$ cat config.mk
export PLATFORM = sky130hd
export DESIGN_NAME = aprs_status_top
export DESIGN_NICKNAME = d
export VERILOG_FILES = /design/src/rtl/aprs_pkg.sv /design/src/rtl/aprs_route.sv /design/src/rtl/aprs_nibble.sv /design/src/rtl/aprs_irq_reg.sv /design/src/rtl/aprs_status_top.sv
export SDC_FILE = /design/constraint.sdc
export NUM_CORES = 1
export LEC_CHECK = 0
export ABC_AREA = 1
export BUFFER_PORTS_ARGS = -buffer_cell sky130_fd_sc_hd__buf_2
export CORE_MARGIN = 3
export CORE_UTILIZATION = 37
export CTS_BUF_LIST = sky130_fd_sc_hd__clkbuf_4 sky130_fd_sc_hd__clkbuf_8
export DETAILED_ROUTE_END_ITERATION = 10
export PLACE_DENSITY = 0.83
export SYNTH_ARGS = -nofsm -noshare
export SYNTH_HDL_FRONTEND = slang
export SYNTH_SLANG_ARGS = --single-unit
$ cat constraint.sdc
create_clock -name clk -period 0.85 [get_ports clk]
set_input_delay 0.085 -clock clk [delete_from_list [all_inputs] [get_ports clk]]
set_output_delay 0.085 -clock clk [all_outputs]
set_load 0.005 [all_outputs]
$ cat src/rtl/aprs_pkg.sv
package aprs_pkg;
  localparam int unsigned EVT_PER_PORT = 4;
  // bit positions inside one port nibble
  localparam int unsigned NB_MON_RX = 0;
  localparam int unsigned NB_MON_TX = 1;
  localparam int unsigned NB_CI_TX  = 2;
  localparam int unsigned NB_CI_RX  = 3;

  typedef logic [EVT_PER_PORT-1:0] nib_t;

  // lowest status-word bit of port p
  function automatic int unsigned port_base(input int unsigned p,
                                            input int unsigned nports);
    return (nports - 1 - p) * EVT_PER_PORT;
  endfunction
endpackage

$ cat src/rtl/aprs_route.sv
module aprs_route
  import aprs_pkg::*;
#(
  parameter int unsigned NUM_PORTS = 4
) (
  input  logic [NUM_PORTS-1:0] ci_rx_i,
  input  logic [NUM_PORTS-1:0] ci_tx_i,
  input  logic [NUM_PORTS-1:0] mon_tx_i,
  input  logic [NUM_PORTS-1:0] mon_rx_i,
  output nib_t                 nib_o [NUM_PORTS]
);
  for (genvar p = 0; p < NUM_PORTS; p++) begin : g_port
    always_comb begin
      nib_o[p]            = '0;
      nib_o[p][NB_CI_RX]  = ci_rx_i[p];
      nib_o[p][NB_CI_TX]  = ci_tx_i[p];
      nib_o[p][NB_MON_TX] = mon_tx_i[p];
      nib_o[p][NB_MON_RX] = mon_rx_i[p];
    end
  end
endmodule

$ cat src/rtl/aprs_nibble.sv
module aprs_nibble
  import aprs_pkg::*;
(
  input  logic clk,
  input  logic rst,
  input  logic sw_clr,
  input  nib_t set_i,
  input  nib_t clr_i,
  output nib_t q_o
);
  nib_t q;

  // set is OR-ed in after the clear mask, so it wins a same-cycle collision
  always_ff @(posedge clk) begin
    if (rst || sw_clr) q <= '0;
    else               q <= set_i | (q & ~clr_i);
  end

  assign q_o = q;

  for (genvar b = 0; b < EVT_PER_PORT; b++) begin : g_chk

    bit_set_chk: assert property (@(posedge clk) disable iff (rst)
      (set_i[b] && !sw_clr) |=> q[b]);

    bit_clr_chk: assert property (@(posedge clk) disable iff (rst)
      (clr_i[b] && !set_i[b]) |=> !q[b]);

    bit_hold_chk: assert property (@(posedge clk) disable iff (rst)
      (!set_i[b] && !clr_i[b] && !sw_clr) |=> $stable(q[b]));
  end


  sw_clear_chk: assert property (@(posedge clk) disable iff (rst)
    sw_clr |=> (q == '0));
endmodule

$ cat src/rtl/aprs_irq_reg.sv
module aprs_irq_reg #(
  parameter int unsigned WIDTH = 16
) (
  input  logic             clk,
  input  logic             rst,
  input  logic             sw_clr,
  input  logic [WIDTH-1:0] stat_i,
  input  logic [WIDTH-1:0] en_i,
  output logic             irq_o
);
  logic irq_q;

  always_ff @(posedge clk) begin
    if (rst || sw_clr) irq_q <= 1'b0;
    else               irq_q <= |(stat_i & en_i);
  end

  assign irq_o = irq_q;


  irq_rise_chk: assert property (@(posedge clk) disable iff (rst)
    ((|(stat_i & en_i)) && !sw_clr) |=> irq_q);

  irq_low_chk: assert property (@(posedge clk) disable iff (rst)
    (!(|(stat_i & en_i))) |=> !irq_q);
endmodule

$ cat src/rtl/aprs_status_top.sv
module aprs_status_top
  import aprs_pkg::*;
#(
  parameter int unsigned NUM_PORTS = 4,
  localparam int unsigned WIDTH = NUM_PORTS * EVT_PER_PORT
) (
  input  logic                 clk,
  input  logic                 rst,
  input  logic                 sw_clr,
  input  logic [NUM_PORTS-1:0] ci_rx_evt,
  input  logic [NUM_PORTS-1:0] ci_tx_evt,
  input  logic [NUM_PORTS-1:0] mon_tx_evt,
  input  logic [NUM_PORTS-1:0] mon_rx_evt,
  input  logic [NUM_PORTS-1:0] ci_rx_rd,
  input  logic                 ci_tx_stat_rd,
  input  logic [NUM_PORTS-1:0] mon_rx_rd,
  input  logic [NUM_PORTS-1:0] mon_tx_wr,
  input  logic [WIDTH-1:0]     irq_en,
  output logic [WIDTH-1:0]     stat_word,
  output logic                 irq
);
  nib_t set_nib [NUM_PORTS];
  nib_t clr_nib [NUM_PORTS];
  nib_t q_nib   [NUM_PORTS];
  logic [WIDTH-1:0] stat_w;

  aprs_route #(.NUM_PORTS(NUM_PORTS)) u_set_route (
    .ci_rx_i (ci_rx_evt),
    .ci_tx_i (ci_tx_evt),
    .mon_tx_i(mon_tx_evt),
    .mon_rx_i(mon_rx_evt),
    .nib_o   (set_nib)
  );

  // the transmit status read is shared by every port
  aprs_route #(.NUM_PORTS(NUM_PORTS)) u_clr_route (
    .ci_rx_i (ci_rx_rd),
    .ci_tx_i ({NUM_PORTS{ci_tx_stat_rd}}),
    .mon_tx_i(mon_tx_wr),
    .mon_rx_i(mon_rx_rd),
    .nib_o   (clr_nib)
  );

  for (genvar p = 0; p < NUM_PORTS; p++) begin : g_port
    localparam int unsigned BASE = port_base(p, NUM_PORTS);

    aprs_nibble u_nib (
      .clk   (clk),
      .rst   (rst),
      .sw_clr(sw_clr),
      .set_i (set_nib[p]),
      .clr_i (clr_nib[p]),
      .q_o   (q_nib[p])
    );

    assign stat_w[BASE +: EVT_PER_PORT] = q_nib[p];


    layout_cirx_chk: assert property (@(posedge clk) disable iff (rst)
      (ci_rx_evt[p] && !sw_clr) |=> stat_w[BASE + NB_CI_RX]);

    layout_monrx_chk: assert property (@(posedge clk) disable iff (rst)
      (mon_rx_evt[p] && !sw_clr) |=> stat_w[BASE + NB_MON_RX]);

    citx_shared_clr_chk: assert property (@(posedge clk) disable iff (rst)
      (ci_tx_stat_rd && !ci_tx_evt[p]) |=> !stat_w[BASE + NB_CI_TX]);
  end

  aprs_irq_reg #(.WIDTH(WIDTH)) u_irq (
    .clk   (clk),
    .rst   (rst),
    .sw_clr(sw_clr),
    .stat_i(stat_w),
    .en_i  (irq_en),
    .irq_o (irq)
  );

  assign stat_word = stat_w;


  hw_reset_chk: assert property (@(posedge clk)
    rst |=> ((stat_w == '0) && !irq));
endmodule

==> flow_summary_export.csv, run 1 <==
group,metric,value,unit
grt,grt_overflow,0,
floorplan,core,0.00161,mm2
drt,routed_wl,1960,um
sta,max_freq,1130,MHz
sta,setup_violations,1,
cells_and_area,drive_above_1_share,0.542,
floorplan,die_area,0.00239,mm2
drt,wire_per_inst,10.3,um
power,power.total,1560,uW
worst_setup_path,path_cells,"nand2_1 > nand2_1 > nor2_1 > nand2_1 > nor2_1 > nor2_1",
worst_setup_path,crit_family,"simple AND/OR/NAND/NOR gates",
sta,fin_crit_sh,1.04,
worst_setup_path,cpPeakStageDelay,0.34,ns
worst_setup_path,required,1.02,ns
floorplan,chipHeight,48.9,um
synthesis,syn_avg_cell_area,7.03,um2
sta,maxSlewViolCount,0,
synthesis,synth-seq-area-share,0.499,
synthesis,synth_nets,145,
grt,grt_max_degree,18,
grt,grt_antenna_before_repair,0,
floorplan,die_x,48.9,um
sta,fin_ws,-0.0358,ns
synthesis,ys_seq_elements,17,
synthesis,synth_area,682,um2
grt,grt_pass1_wl,3170,um
place,dp_hpwl,1560,um
power,p_leak,0.000662,uW
drt,antenna_left,0,
clock_network,clkTransAtPathRegs,0.10,ns
clock_network,numCtsBuffers,3,
sta,slew_headroom,0.628,
sta,post-route-min-period,0.886,ns
synthesis,ys.warnings.count,0,
synthesis,synth_cells,97,
drt,viasPerCell,4.35,
cells_and_area,postLayoutCellArea,0.00110,mm2
cells_and_area,fin_util,0.686,
synthesis,ys_types,8,
grt,grt_pass1_vias,855,
drt,dr.pass1.iters,3,
worst_setup_path,path_buf_inv,0,
hold_path,min_path_type,"in2reg",
place,placed_area,0.00101,mm2
synthesis,synth_area_leaders,"dfxtp_1 (50%), nand2_1 (14%), nor2_1 (12%)",
run_status,violations,"setup timing",
worst_setup_path,crit_fanout,3,
grt,grt_usage,0.165,
drt,drcViolationCount,0,
floorplan,std_cell_rows,14,
sta,finalSetupTns,-0.0358,ns
clock_network,clockBufferDepth,2,
clock_network,root_buffer,"clkbuf_4",
floorplan,initial_core_util,0.423,
sta,worst_pin_slew,0.559,ns
worst_setup_path,arrival,1.05,ns
drt,vias,827,
sta,hold_viol,0,
cells_and_area,synthToLayoutAreaGrowth,62.0,%
drt,dr.first_iter.drc_count,12,
clock_network,numClockSinks,17,
place,io_buffers,64,
synthesis,netlist.area_leader.share,0.499,
synthesis,synth_top_area_cell,"dfxtp_1",
power,ir_drop,1.03,mV
flow_run,maxCapViolations,0,
sta,rsz0062_at_grt,"true",
worst_setup_path,critPathKind,"reg2reg",
sta,skew,0.00620,ns
cells_and_area,nets,215,
run_status,status,"complete, but fails checks",
clock_network,cts_tree,"built",
clock_network,cts_max_level,1,
floorplan,io_pins,65,
worst_setup_path,slowest_stage,"dfxtp_2",
place,gp_congestion,0.729,
power,p_per_area,1410,mW/mm2
clock_network,clk_latency,0.29,ns
worst_setup_path,cp-end-kind,"flip-flop",
cells_and_area,antenna_cells,0,
worst_setup_path,start_kind,"flip-flop",
-- through the flow --
| step | setup slack [ns] | cells | hold slack (ns) |
|---|---|---|---|
| CTS | -0.0288 | 190 | 0.00131 |
| finish | -0.0358 | 190 | 0.00357 |
| detailed placement | -0.0420 | 183 | 0.298 |
| global route | -0.0871 | 190 | 0.0142 |
| floorplan | 0.0743 | 97 | 0.202 |
| global placement | -0.0149 | 183 | 0.290 |
-- cell usage in the layout (no fill, tap or decap) --
master and instances:
dfxtp_2 16, clkinv_2 1, nand2_1 20, buf_2 63
a21oi_1 16, buf_6 1, inv_1 13, nor2_1 22
dlygate4sd3_1 3, nand2_2 6, clkbuf_4 3, or2_1 1
dfxtp_1 1
-- cell families (layout without fill, tap and decap cells) --
logic type	after synthesis	in the layout	synth area share
buffers and inverters	15	84	0.110
AND/OR/NAND/NOR	49	49	0.273
AO/OA/AOI/OAI	16	16	0.117
flip-flops	17	17	0.499
-- where the power goes --
part	switching, uW	total, uW	internal [uW]
Combinational	113	267	154
Sequential	26.7	867	840
Clock	251	425	175
Total	390	1560	1170
-- registers in the layout, indices dropped and copies added (netlist names) --
name and count:
g_port.u_nib.q_o 16, u_irq.irq_o 1
-- what timing repair did --
action	in CTS	in global routing
buffers inserted	0	0
setup endpoints to repair	14	15
endpoints found under the hold margin	3	0
pin swaps	4	5
gates resized for setup	13	10
hold buffers	3	0
-- layer usage --
metal	vias up	wire length, um	share of wire	track usage
met4	0	40	0.020	0.0758
met5	-	0	0	0
li1	429	-	-	-
met2	42	1020	0.52	0.337
met3	4	185	0.094	0.0398
met1	352	710	0.36	0.147
-- path summary, 6_finish.rpt --
check | start | endpoint | slack (ns) | cells after the start
worst max-delay path | g_port[1].u_nib.q_o[2] | u_irq.irq_o | -0.04 | 6
worst min-delay path | mon_rx_evt[0] | g_port[0].u_nib.q_o[0] | 0.004 | 3
worst max register to register | g_port[1].u_nib.q_o[2] | u_irq.irq_o | -0.04 | 6
worst min register to register | g_port[0].u_nib.q_o[0] | g_port[0].u_nib.q_o[0] | 0.49 | 2
-- cell usage after synthesis, drive strengths merged --
cell   number
nand2      26
nor2       22
a21oi      16
or2         1
buf         2
dfxtp      17
inv        13
-- tightest hold or removal path: cells and delay by family --
kind | cells | cell delay (ns)
buf+inv | 1 | 0.08
compound gates | 1 | 0.03
simple gates | 1 | 0.06
-- cell type report --
type                    count  area, um2
clock buffers               3       22.5
inverters                  13       48.8
repair buffers             67        357
fillers                   151        507
well taps                  24       30.0
clock inverters             1       5.00
flip-flops and latches     17        360
multi-input cells          65        282
No activity file was read; power rests on OpenSTA's default activity.
==> inputs of run 2 (changes only) <==
Settings changed: RECOVER_POWER from default to 100.
==> run 2 against run 1 <==
Net effect:
- the run still ends with setup timing left
- register-to-register slack hardly changed
- sequential power hardly changed
- routed wire length hardly changed
- global-route usage stayed put
- design area is 1.0% lower
- clock-buffer cell count stayed put
- sequential share of layout area is 0.58 points lower
- critical path type unchanged
==> flow_summary_export.csv, run 2 (synthesized netlist as in run 1, its figures left out) <==
group,metric,value,unit
cells_and_area,drive_above_1_share,0.488,
worst_setup_path,cp-end-kind,"flip-flop",
worst_setup_path,arrival,1.05,ns
sta,worst_pin_slew,0.559,ns
grt,grt_usage,0.165,
worst_setup_path,worstReg2RegStart,"g_port[1].u_nib.q_o[2]",
worst_setup_path,crit_fanout,3,
sta,post-route-min-period,0.886,ns
cells_and_area,final_cell_mix,"buf_2 (62), nor2_1 (22), nand2_1 (20), a21oi_1 (16), inv_1 (13)",
hold_path,min_path_type,"in2reg",
power,p_leak,0.000655,uW
worst_setup_path,start_kind,"flip-flop",
clock_network,numClockSinks,17,
cells_and_area,antenna_cells,0,
worst_setup_path,crit_path_end,"u_irq.irq_o",
cells_and_area,layout_commonest_cell,"buf_2",
worst_setup_path,timing.rr.end,"u_irq.irq_o",
power,ir_drop,1.04,mV
flow_run,maxCapViolations,0,
floorplan,die_x,48.9,um
grt,grt_pass1_vias,855,
grt,grt_max_degree,18,
drt,dr.pass1.iters,3,
clock_network,cts_setup_buffers,0,
drt,antenna_left,0,
worst_setup_path,path_cells,"nand2_1 > nand2_1 > nor2_1 > nand2_1 > nor2_1 > nor2_1",
sta,maxSlewViolCount,0,
place,gp_congestion,0.729,
sta,finalSetupTns,-0.0714,ns
place,io_buffers,64,
floorplan,std_cell_rows,14,
cells_and_area,largest_reg_flops,16,
sta,fin_crit_sh,1.04,
clock_network,numCtsBuffers,3,
sta,skew,0.00620,ns
place,dp_hpwl,1560,um
clock_network,cts_tree,"built",
clock_network,clockBufferDepth,2,
clock_network,clkTransAtPathRegs,0.10,ns
power,p_per_area,1420,mW/mm2
floorplan,core,0.00161,mm2
drt,viasPerCell,4.35,
place,place_ws,-0.0420,ns
worst_setup_path,slowest_stage,"dfxtp_2",
run_status,violations,"setup timing",
worst_setup_path,cpPeakStageDelay,0.34,ns
hold_path,worstHoldStart,"mon_rx_evt[0]",
worst_setup_path,required,1.02,ns
sta,hold_viol,0,
drt,routed_wl,1960,um
worst_setup_path,rr_worst_depth,6,
grt,grt_pass1_wl,3170,um
drt,dr.first_iter.drc_count,12,
cells_and_area,synthToLayoutAreaGrowth,60.4,%
run_status,status,"complete, but fails checks",
worst_setup_path,rrSetupSlack,-0.04,ns
clock_network,cts_max_level,1,
floorplan,initial_core_util,0.423,
grt,grt_overflow,0,
floorplan,chipHeight,48.9,um
sta,rsz0062_at_grt,"true",
sta,fin_ws,-0.0358,ns
place,placed_area,0.00101,mm2
floorplan,io_pins,65,
grt,grt_antenna_before_repair,0,
clock_network,root_buffer,"clkbuf_4",
cells_and_area,nets,215,
sta,slew_headroom,0.628,
cells_and_area,postLayoutCellArea,0.00109,mm2
drt,vias,827,
sta,max_freq,1130,MHz
sta,setup_violations,6,
floorplan,die_area,0.00239,mm2
worst_setup_path,timing.critical_path.from,"g_port[1].u_nib.q_o[2]",
clock_network,clk_latency,0.29,ns
worst_setup_path,critPathKind,"reg2reg",
drt,wire_per_inst,10.3,um
drt,drcViolationCount,0,
## run 2: cell types whose count changed in the layout (fill, tap and decap cells not counted)
cell      before  now
buf_2         63   62
clkbuf_1       0    1
dfxtp_1        1    9
dfxtp_2       16    8
## run 2: how the worst min path moves through the flow
stage	endpoint	slack, ns	depth (start not counted)
after floorplan	g_port[0].u_nib.q_o[0]	0.20	2
after global placement	g_port[2].u_nib.q_o[2]	0.29	3
after detailed placement	g_port[2].u_nib.q_o[2]	0.30	3
after CTS	g_port[0].u_nib.q_o[3]	0.001	3
after global routing	g_port[1].u_nib.q_o[3]	0.01	3
final	g_port[0].u_nib.q_o[0]	0.004	3
## run 2: area by class of cell
class / count / area (um2)
Fill cell: 152 / 518
Timing Repair Buffer: 67 / 355
Sequential cell: 17 / 350
Multi-Input combinational cell: 65 / 282
Inverter: 13 / 48.8
Tap cell: 24 / 30.0
Clock buffer: 3 / 22.5
Clock inverter: 1 / 5.00
## run 2: critical path, delay by kind of cell (launching register included)
family / cells / cell delay [ns]
DFF: 1 / 0.34
and+or+nand+nor: 6 / 0.43
## run 2: power by group
part,switching (uW),leakage [uW],total [uW],internal (uW)
clock,251,0.0000177,425,175
sequential,26.8,0.000143,864,837
combinational,113,0.000495,266,153
## run 2: metal layers
layer  GRT usage  routed length (um)
met1       0.147                 709
met2       0.337                1020
met3      0.0398                 185
met4      0.0758                  40
met5           0                   0
## run 2: through the flow
stage / hold WS, ns / power, uW / util / instances
2_1_floorplan: 0.202 / 981 / - / 97
3_3_place_gp: 0.290 / 1120 / 0.624 / 183
3_5_place_dp: 0.298 / 1130 / 0.624 / 183
4_1_cts: 0.00131 / 1560 / 0.670 / 190
5_1_grt: 0.0144 / 1640 / 0.679 / 190
6_report: 0.00368 / 1560 / 0.679 / 190
## run 2: what timing repair did
item,CTS,global route
pin swaps,4,5
setup endpoints to repair,14,15
hold buffers,3,0
gates resized for setup,13,10
hold endpoints to repair,3,0
==> inputs of run 3 (changes only) <==
Settings changed: CORE_UTILIZATION 37 to 35, CTS_BUF_LIST sky130_fd_sc_hd__clkbuf_4 sky130_fd_sc_hd__clkbuf_8 to default, PLACE_DENSITY 0.83 to 0.8.
==> run 3 against run 2 <==
Net effect:
- the run still ends with setup timing left
- non-clock buffer count decreased by 1
- design area shrank 0.80%
- sequential share of layout area rose by 1.2 points
- combinational power is essentially flat
- global-route usage is 2.0 points lower
- via count decreased by 1.2%
- maximum frequency rose by 3.8%
==> flow_summary_export.csv, run 3 (synthesized netlist as in run 1, its figures left out) <==
group,metric,value,unit
cells_and_area,postLayoutCellArea,0.00108,mm2
sta,fin_ws,-0.00318,ns
place,placed_area,0.00102,mm2
run_status,violations,"setup timing",
drt,dr.pass1.iters,4,
power,ir_drop,0.726,mV
sta,post-route-min-period,0.853,ns
grt,grt_pass1_wl,2810,um
floorplan,die_x,50.1,um
floorplan,initial_core_util,0.382,
sta,slew_headroom,0.914,
drt,vias,817,
grt,grt_pass1_vias,703,
clock_network,root_buffer,"clkbuf_4",
sta,hold_viol,0,
drt,routed_wl,1790,um
clock_network,cts_tree,"built",
worst_setup_path,critPathKind,"reg2reg",
floorplan,die_area,0.00251,mm2
grt,grt_usage,0.145,
worst_setup_path,arrival,1.03,ns
power,p_leak,0.000658,uW
sta,fin_crit_sh,1.00,
drt,dr.first_iter.drc_count,2,
grt,grt_antenna_before_repair,0,
cells_and_area,antenna_cells,0,
worst_setup_path,crit_fanout,3,
power,power.total,1530,uW
run_status,status,"complete, but fails checks",
sta,rsz0062_at_grt,"true",
sta,maxSlewViolCount,0,
worst_setup_path,required,1.03,ns
floorplan,std_cell_rows,15,
place,dp_hpwl,1480,um
worst_setup_path,cp-end-kind,"flip-flop",
floorplan,chipHeight,50.1,um
floorplan,io_pins,65,
grt,grt_overflow,0,
worst_setup_path,start_kind,"flip-flop",
drt,drcViolationCount,0,
drt,wire_per_inst,9.43,um
drt,viasPerCell,4.30,
cells_and_area,largest_reg_flops,16,
place,gp_congestion,0.692,
grt,grt_max_degree,11,
clock_network,clockBufferDepth,2,
clock_network,cts_setup_buffers,0,
clock_network,clkTransAtPathRegs,0.09,ns
place,io_buffers,64,
cells_and_area,layout_commonest_cell,"buf_2",
clock_network,cts_max_level,1,
cells_and_area,drive_above_1_share,0.527,
cells_and_area,synthToLayoutAreaGrowth,59.1,%
clock_network,clk_latency,0.27,ns
floorplan,core,0.00178,mm2
sta,worst_pin_slew,0.129,ns
cells_and_area,final_cell_mix,"buf_2 (62), nand2_1 (26), nor2_1 (21), a21oi_1 (16), dfxtp_2 (16)",
sta,setup_violations,1,
clock_network,numCtsBuffers,3,
clock_network,numClockSinks,17,
hold_path,min_path_type,"in2reg",
cells_and_area,fillers,181,
drt,antenna_left,0,
cells_and_area,nets,214,
flow_run,maxCapViolations,0,
sta,skew,0.00140,ns
power,p_per_area,1410,mW/mm2
sta,max_freq,1170,MHz
clock_network,cts_hold_buf,0,
-- run 3: cell count changes in the layout (fill, tap and decap cells not counted) --
| cell | before | now |
|---|---|---|
| dlygate4sd3_1 | 3 | 0 |
| nand2_1 | 20 | 26 |
| buf_6 | 1 | 2 |
| clkbuf_1 | 1 | 0 |
| nand2_2 | 6 | 0 |
| buf_4 | 0 | 2 |
| nor2_1 | 22 | 21 |
| dfxtp_1 | 9 | 1 |
| nor2_2 | 0 | 1 |
| dfxtp_2 | 8 | 16 |
-- run 3: final cells by class --
| cell class | instances | area [um2] | area share |
|---|---|---|---|
| flip-flops and latches | 17 | 360 | 0.332 |
| multi-input cells | 65 | 269 | 0.248 |
| clock buffers | 3 | 22.5 | 0.0208 |
| clock inverters | 1 | 5.00 | 0.00461 |
| well taps | 25 | 31.3 | 0.0288 |
| repair buffers | 66 | 348 | 0.321 |
| inverters | 13 | 48.8 | 0.0450 |
-- run 3: path summary, 6_finish.rpt --
check | slack [ns] | depth (start not counted) | end | startpoint
max reg2reg | -0.003 | 6 | u_irq.irq_o | g_port[0].u_nib.q_o[0]
max | -0.003 | 6 | u_irq.irq_o | g_port[0].u_nib.q_o[0]
min | 0.01 | 3 | g_port[3].u_nib.q_o[0] | mon_rx_evt[3]
min reg2reg | 0.50 | 2 | g_port[2].u_nib.q_o[2] | g_port[2].u_nib.q_o[2]
-- run 3: critical path: stages, from the launching register on --
cell     delay, ns
dfxtp_2       0.34
nand2_1       0.06
nand2_1       0.05
nor2_1        0.11
nand2_1       0.08
nor2_2        0.08
nor2_1        0.04
-- run 3: timing repair --
| action | 4_1_cts | 5_1_grt |
|---|---|---|
| setup endpoints to repair | 9 | 17 |
| gates resized for setup | 8 | 11 |
| pin swaps | 0 | 0 |
-- run 3: routing by layer --
layer	GRT usage	part of all wire
met5	0	0
met4	0.0691	0.012
met3	0.0297	0.11
met2	0.257	0.49
met1	0.163	0.39
-- run 3: per-stage QoR --
stage / cells / utilization / TNS, ns / hold slack [ns] / worst slack, ns
global route: 190 / 0.608 / -0.223 / 0.00729 / -0.121
finish: 190 / 0.608 / -0.00318 / 0.0117 / -0.00318
detailed placement: 186 / 0.573 / 0 / 0.300 / 0.00891
CTS: 190 / 0.594 / 0 / 0.00320 / 0.000650
floorplan: 97 / - / 0 / 0.202 / 0.0743
global placement: 186 / 0.573 / 0 / 0.286 / 0.0278
-- run 3: where the power goes --
group	internal (uW)	switching (uW)	leakage (uW)
sequential	840	24.6	0.000146
combinational	153	110	0.000494
clock	174	233	0.0000177
total	1170	368	0.000658
